File: src/rtl/dram_pwr_pkg.sv
package dram_pwr_pkg;
  localparam int CA_W    = 3;
  localparam int STATE_W = 3;

  typedef enum logic [STATE_W-1:0] {
    PS_RUN      = 3'd0,
    PS_ACT_PD   = 3'd1,
    PS_IDLE_PD  = 3'd2,
    PS_SELF_REF = 3'd3,
    PS_DEEP_PD  = 3'd4,
    PS_UNINIT   = 3'd5
  } pwr_state_e;

  typedef enum logic [1:0] {
    CK_NOP,
    CK_REF,
    CK_BST,
    CK_OTHER
  } cmd_kind_e;

  // CA bits as {CA2, CA1, CA0}
  localparam logic [CA_W-1:0] CA_NOP = 3'b111;
  localparam logic [CA_W-1:0] CA_REF = 3'b100;
  localparam logic [CA_W-1:0] CA_BST = 3'b011;
endpackage

File: src/rtl/dram_pwr_cmd_dec.sv
module dram_pwr_cmd_dec
  import dram_pwr_pkg::*;
(
  input  logic            cs_ni,
  input  logic [CA_W-1:0] ca_i,
  output cmd_kind_e       kind_o
);
  always_comb begin
    if (cs_ni)                kind_o = CK_NOP;
    else if (ca_i == CA_NOP)  kind_o = CK_NOP;
    else if (ca_i == CA_REF)  kind_o = CK_REF;
    else if (ca_i == CA_BST)  kind_o = CK_BST;
    else                      kind_o = CK_OTHER;
  end
endmodule

File: src/rtl/dram_pwr_fsm.sv
module dram_pwr_fsm
  import dram_pwr_pkg::*;
(
  input  logic       clk_i,
  input  logic       rst_ni,
  input  logic       cke_i,
  input  cmd_kind_e  kind_i,
  input  logic       bank_open_i,
  input  logic       init_done_i,
  output pwr_state_e state_o
);
  pwr_state_e state_q, state_d;

  // Entry state picked by the command on the first low CKE sample
  function automatic pwr_state_e pd_entry(input logic bank, input cmd_kind_e k);
    if (bank) return PS_ACT_PD;
    unique case (k)
      CK_REF:  return PS_SELF_REF;
      CK_BST:  return PS_DEEP_PD;
      default: return PS_IDLE_PD;
    endcase
  endfunction

  always_comb begin
    state_d = state_q;
    unique case (state_q)
      PS_RUN:                              if (!cke_i) state_d = pd_entry(bank_open_i, kind_i);
      PS_ACT_PD, PS_IDLE_PD, PS_SELF_REF:  if (cke_i) state_d = PS_RUN;
      PS_DEEP_PD:                          if (cke_i) state_d = PS_UNINIT;
      PS_UNINIT:                           if (cke_i && init_done_i) state_d = PS_RUN;
      default:                             state_d = PS_UNINIT;
    endcase
  end

  always_ff @(posedge clk_i or negedge rst_ni) begin
    if (!rst_ni) state_q <= PS_UNINIT;
    else         state_q <= state_d;
  end

  assign state_o = state_q;

  assert_deep_exit_uninit_R11: assert property (@(posedge clk_i) disable iff (!rst_ni)
    (state_q == PS_DEEP_PD && cke_i) |=> state_q == PS_UNINIT);

  assert_pd_hold_R10: assert property (@(posedge clk_i) disable iff (!rst_ni)
    (state_q inside {PS_ACT_PD, PS_IDLE_PD, PS_SELF_REF, PS_DEEP_PD} && !cke_i) |=> $stable(state_q));

  assert_uninit_wait_R2: assert property (@(posedge clk_i) disable iff (!rst_ni)
    (state_q == PS_UNINIT && !init_done_i) |=> state_q == PS_UNINIT);

  assert_active_pd_R4: assert property (@(posedge clk_i) disable iff (!rst_ni)
    (state_q == PS_RUN && !cke_i && bank_open_i) |=> state_q == PS_ACT_PD);
endmodule

File: src/rtl/dram_pwr_gate.sv
module dram_pwr_gate
  import dram_pwr_pkg::*;
(
  input  logic       clk_i,
  input  logic       rst_ni,
  input  pwr_state_e state_i,
  input  logic       cke_i,
  input  logic       bank_open_i,
  input  cmd_kind_e  kind_i,
  output logic       array_en_o,
  output logic       self_ref_o,
  output logic       lost_o,
  output logic       fwd_o,
  output logic       illegal_o
);
  logic running, cmd_live, fall_bad;

  assign running    = (state_i == PS_RUN);
  assign cmd_live   = (kind_i != CK_NOP);
  // Unrecognised selector on the falling cycle with no bank open
  assign fall_bad   = running && !cke_i && !bank_open_i && (kind_i == CK_OTHER);

  assign array_en_o = running;
  assign self_ref_o = (state_i == PS_SELF_REF);
  assign lost_o     = (state_i == PS_DEEP_PD) || (state_i == PS_UNINIT);
  assign fwd_o      = running && cke_i && cmd_live;
  assign illegal_o  = cmd_live && (!running || fall_bad);

  assert_fwd_xor_illegal_R12: assert property (@(posedge clk_i) disable iff (!rst_ni)
    !(fwd_o && illegal_o));

  assert_fwd_stays_run_R3: assert property (@(posedge clk_i) disable iff (!rst_ni)
    fwd_o |=> state_i == PS_RUN);

  assert_sref_flag_R6: assert property (@(posedge clk_i) disable iff (!rst_ni)
    (self_ref_o && !cke_i) |=> self_ref_o);

  assert_no_fwd_on_fall_R9: assert property (@(posedge clk_i) disable iff (!rst_ni)
    (running && !cke_i) |-> !fwd_o);
endmodule

File: src/rtl/dram_pwr_ctrl.sv
module dram_pwr_ctrl
  import dram_pwr_pkg::*;
(
  input  logic               clk_i,
  input  logic               rst_ni,
  input  logic               cke_i,
  input  logic               cs_ni,
  input  logic [CA_W-1:0]    ca_i,
  input  logic               bank_open_i,
  input  logic               init_done_i,
  output logic [STATE_W-1:0] pwr_state_o,
  output logic               array_en_o,
  output logic               self_ref_o,
  output logic               contents_lost_o,
  output logic               cmd_fwd_o,
  output logic               cmd_illegal_o
);
  cmd_kind_e  kind;
  pwr_state_e state;

  dram_pwr_cmd_dec u_dec (
    .cs_ni  (cs_ni),
    .ca_i   (ca_i),
    .kind_o (kind)
  );

  dram_pwr_fsm u_fsm (
    .clk_i       (clk_i),
    .rst_ni      (rst_ni),
    .cke_i       (cke_i),
    .kind_i      (kind),
    .bank_open_i (bank_open_i),
    .init_done_i (init_done_i),
    .state_o     (state)
  );

  dram_pwr_gate u_gate (
    .clk_i       (clk_i),
    .rst_ni      (rst_ni),
    .state_i     (state),
    .cke_i       (cke_i),
    .bank_open_i (bank_open_i),
    .kind_i      (kind),
    .array_en_o  (array_en_o),
    .self_ref_o  (self_ref_o),
    .lost_o      (contents_lost_o),
    .fwd_o       (cmd_fwd_o),
    .illegal_o   (cmd_illegal_o)
  );

  assign pwr_state_o = state;
endmodule

File: config.mk
export PLATFORM = sky130hd
export DESIGN_NAME = dram_pwr_ctrl
export DESIGN_NICKNAME = d
export VERILOG_FILES = /design/src/rtl/dram_pwr_pkg.sv /design/src/rtl/dram_pwr_cmd_dec.sv /design/src/rtl/dram_pwr_fsm.sv /design/src/rtl/dram_pwr_gate.sv /design/src/rtl/dram_pwr_ctrl.sv
export SDC_FILE = /design/constraint.sdc
export NUM_CORES = 1
export LEC_CHECK = 0
export ABC_AREA = 0
export BUFFER_PORTS_ARGS = -buffer_cell sky130_fd_sc_hd__buf_4
export CORE_AREA = 2 2 39 41
export DETAILED_ROUTE_END_ITERATION = 7
export DIE_AREA = 0 0 41 43
export GPL_TIMING_DRIVEN = 0
export PLACE_DENSITY = 0.49
export SETUP_SLACK_MARGIN = 0.4
export SLEW_MARGIN = 10
export SYNTH_ARGS = -nofsm -noshare
export SYNTH_HDL_FRONTEND = slang
export SYNTH_HIERARCHICAL = 1
export SYNTH_SLANG_ARGS = --single-unit
File: constraint.sdc
create_clock -name clk_i -period 2.7 [get_ports clk_i]
set_clock_uncertainty 0.1 [all_clocks]
set_input_delay 0.135 -clock clk_i [delete_from_list [all_inputs] [get_ports clk_i]]
set_output_delay 0.135 -clock clk_i [all_outputs]
set_load 0.02 [all_outputs]
# Yosys cells after proc, flatten, opt, wreduce, memory -nomap -nowiden
# Cells that the tools add are included.
# op_classes
eq_ne,15
muxes,15
n_reduce_logical,16
# op_table
operator,n
$mux 3,6
$eq 3x3->1 const B,4
$pmux 3 s4,1
$eq 3x2->1 const B,3
$logic_and 1x1->1,7
$mux 2,3
$ne 2x2->1 const B,3
$pmux 3 s2,1
$eq 2x2->1 const B,2
$mux 1,4
$reduce_and 4->1,1
$eq 3x1->1 const B,1
$logic_not 1->1,3
$logic_not 3->1,1
$reduce_or 3->1,1
$eq 2x1->1 const B,1
$logic_or 1x1->1,2
$ne 2x1->1 const B,1
$reduce_bool 2->1,1
# totals
register_bits,3
output_inout_bits,8
elab_cells,47

# Logic depth before layout (Yosys ltp)
# depth
ltp_word,10
mapped_depth,5
mapped_depth_nobuf,5

# By module
# The synthesis kept the hierarchy.
# modules_own_cells
module,instances,cells_per_inst,area_per_inst_um2
dram_pwr_fsm,1,21,188.9
dram_pwr_gate,1,9,55.1
dram_pwr_cmd_dec,1,3,18.8

# Least setup slack after synthesis
# OpenSTA, ideal clock, no wires.
# synth_path
kind,flip-flop to output port
start,register u_fsm.state_q[1] (netlist: u_fsm/state_o[1])
end,output port cmd_fwd_o
t_arrival_ns,1.487
slack_ns,0.978
path_stages_with_launch,3
path_buffers,0
path_cell_list,dfrtp_1 > nor3_1 > and3b_2
# synth_via
elab_chain_cells,3
# synth_lines
item,line,text
start: declaration,dram_pwr_fsm.sv:12,"pwr_state_e state_q, state_d;"
start signal: assignment,dram_pwr_fsm.sv:37,else state_q <= state_d;
$logic_not 3->1,dram_pwr_gate.sv:18,assign running = (state_i == PS_RUN);
via array_en_o,dram_pwr_ctrl.sv:12,"output logic array_en_o,"
$logic_and 1x1->1 (2 in a row),dram_pwr_gate.sv:26,assign fwd_o = running && cke_i && cmd_live;
end: declaration,dram_pwr_ctrl.sv:15,"output logic cmd_fwd_o,"
# The timed path passes the listed nets, and every way through them passes these cells.

# Worst setup path in the final report
# layout_path
start,register u_fsm.state_q[1] (netlist: u_fsm/state_o[1])
end,output port cmd_fwd_o
# layout_via
elab_chain_cells,3
# layout_lines
item,line
$logic_not 3->1,dram_pwr_gate.sv:18
$logic_and 1x1->1 (2 in a row),dram_pwr_gate.sv:26
# No other way between the ends.

==> impl_metrics.json <==
{
  "status": "complete, no violations",
  "slew_viol_final": 0,
  "synth_edf_count": 0,
  "avgSynthCellArea_um2": 7.962,
  "p_leak_nw": 0.1949,
  "fin_ws_ns": 1.102,
  "worstSetupPathType": "reg2out",
  "syn_area_um2": 262.8,
  "cts.htree.levels": 1,
  "cp_slowest_stage_delay_ns": 0.46,
  "hp-class": "in2reg",
  "fmax_ghz": 0.6259,
  "syn_nets": 42,
  "min_path_cells": 2,
  "cts_tree": "built",
  "grt_pass1_wl_mm": 1.152,
  "yosys_warnings": 6,
  "rrSetupSlack_ns": 1.46,
  "synthFlopType": "dfstp_2",
  "r2r_end": "u_fsm/state_o[1]",
  "multiInputGateArea_um2": 170.2,
  "grt_overflow_total": 0,
  "track_usage_pct": 9.759,
  "crit_buf_inv": 1,
  "gp_congestion": 0.7053,
  "fp.dieW_um": 41,
  "ff_latch_area_um2": 77.57,
  "wire_per_inst_um": 10.70,
  "die_area_um2": 1763,
  "r2r_start": "u_fsm/state_o[0]",
  "rsz0062_at_grt": "false",
  "dr.pass1.iters": 4,
  "synthArstFlopShare_pct": 100.0,
  "clkTransAtPathRegs_ns": 0.04,
  "largest_register_ff_count": 3,
  "clk_latency_ns": 0.24,
  "io_buffers": 16,
  "wl_um": 749,
  "grt_pass1_vias": 270,
  "synth_seq_area_share_pct": 29.52,
  "start_util_pct": 18.99,
  "crit_chain": "nor3_1, and3b_2, buf_4",
  "dieHeight_um": 43,
  "max_cap_violations": 0,
  "synth_top_area_cell": "dfstp_2",
  "cp-end-kind": "output pin",
  "worst_slew_pin_slew_ns": 0.3666,
  "setup_viol": 0,
  "dp_slack_ns": 1.099,
  "io_pins": 17,
  "antenna_found_initial": 0,
  "synth_area_leaders": "dfstp_2 20%, dfrtp_1 9.5%, a21oi_1 7.6%",
  "core.rowCount": 14,
  "period_needed_ns": 1.598,
  "synth_top_cells_by_count": "4 x a21oi_1, 4 x inv_1, 3 x nor2_1",
  "holdPathEnd": "u_fsm/state_o[2]",
  "drc": 0,
  "hold_viol_final": 0,
  "yosysTopAreaCellShare_pct": 20.00,
  "root_buffer": "clkbuf_4",
  "via_count": 323,
  "ys_ff_latch": 3,
  "core_area_um2": 1384,
  "post_cts_buffers": 0,
  "hpwl_um": 547.6,
  "post-route-period-util_pct": 59.17,
  "whs_ns": 0.02372,
  "finalSetupTns_ns": 0,
  "cts_buffer_depth": 2,
  "num_antenna_cells": 0,
  "grt_max_degree": 11,
  "nNetsFinal": 64,
  "fillers": 156,
  "drt_iter0_markers": 9,
  "worstPathRequired_ns": 2.47,
  "start_kind": "register",
  "critPathTopFamily": "simple AND/OR/NAND/NOR gates",
  "reg2reg_depth": 3,
  "slew_headroom_pct": 75.56,
  "power-per-cell-area_nw_per_um2": 1133,
  "clkSinkCount": 3,
  "area_delta_synth_final_pct": 67.14,
  "yosysUniqueCellTypes": 22,
  "avgViaCountPerCell": 4.614,
  "critPathArrivalTime_ns": 1.36,
  "crit_cells": 3,
  "numCtsBuffers": 3,
  "peakVddDrop_mv": 0.3469,
  "hold_start": "init_done_i",
  "synthCells": 33,
  "antenna_left": 0,
  "slowest_stage": "dfrtp_1",
  "cp_max_fo": 8,
  "drive_gt1_share_pct": 42.59
}
## worst max path at each step
stage / slack [ns] / to / start
floorplan: 0.98 / cmd_fwd_o / u_fsm/state_o[1]
global placement: 1.09 / cmd_illegal_o / ca_i[1]
detailed placement: 1.10 / cmd_illegal_o / ca_i[1]
CTS: 1.09 / cmd_illegal_o / u_fsm/state_o[2]
global route: 1.0 / cmd_fwd_o / u_fsm/state_o[1]
finish: 1.10 / cmd_fwd_o / u_fsm/state_o[1]
## stage by stage
stage | total power, W | utilization [%] | area, µm² | cells
floorplan | 0.0002922 | - | 262.8 | 33
global placement | 0.0004176 | 29.11 | 402.9 | 65
detailed placement | 0.0004164 | 29.11 | 402.9 | 65
CTS | 0.0005027 | 31.74 | 439.2 | 70
global route | 0.0005356 | 31.74 | 439.2 | 70
finish | 0.0004975 | 31.74 | 439.2 | 70
## power by group
| group | leakage, nW | internal, W | switching, W |
|---|---|---|---|
| clock network | 0.0150 | 0.0000555 | 0.0000257 |
| registers | 0.0340 | 0.0000796 | 0.0000548 |
| logic | 0.146 | 0.000130 | 0.000152 |
## layer usage
layer	routed length, µm	part of all wire (%)	vias up	GRT usage [%]
met5	0	0	-	0
met1	328	44	146	13.27
met4	0	0	0	4.000
met3	44	5.9	0	6.283
li1	-	-	170	-
met2	376	50	7	11.88
## what timing repair did
item	4_1_cts	5_1_grt
hold endpoints to repair	3	0
resized for setup	0	0
hold buffers	1	0
## cells by family (layout without fill, tap and decap cells)
| family | Yosys count | count (layout) | synth area share [%] |
|---|---|---|---|
| compound gates | 13 | 13 | 32.38 |
| simple gates | 12 | 12 | 29.05 |
| buf+inv | 4 | 25 | 5.713 |
| flops | 3 | 3 | 29.52 |
| xor+xnor | 1 | 1 | 3.334 |
## cell usage in the layout, fill, tap and decap left out
master,synthesis,routed
dlygate4sd3_1,0,1
a211oi_1,1,1
nor4_1,1,1
nor4b_1,1,1
nor2_1,3,3
inv_1,4,4
or3b_1,1,1
o21ai_0,2,2
nor3_2,1,1
o21a_1,1,1
buf_4,0,16
nor3_1,1,1
o221ai_1,1,1
a41oi_1,1,1
a21oi_1,4,4
nand2_1,1,1
nor2b_1,2,2
xnor2_1,1,1
clkbuf_1,0,1
o211ai_1,1,1
o21ai_1,1,1
clkbuf_4,0,3
and3b_2,1,1
dfrtp_1,1,1
dfstp_2,2,2
a222oi_1,1,1
## worst register-to-register path: stages, from the launching register on
cell and delay (ns):
dfstp_2 0.61, inv_1 0.09, o21ai_0 0.18, a222oi_1 0.12
## area by class of cell
cell class / instances / area share (%)
Multi-Input combinational cell: 26 / 38.75
Timing Repair Buffer: 17 / 29.63
Inverter: 4 / 3.419
Tap cell: 16 / 4.558
Sequential cell: 3 / 17.66
Clock buffer: 4 / 5.983
(Power assumes the default switching activity.)
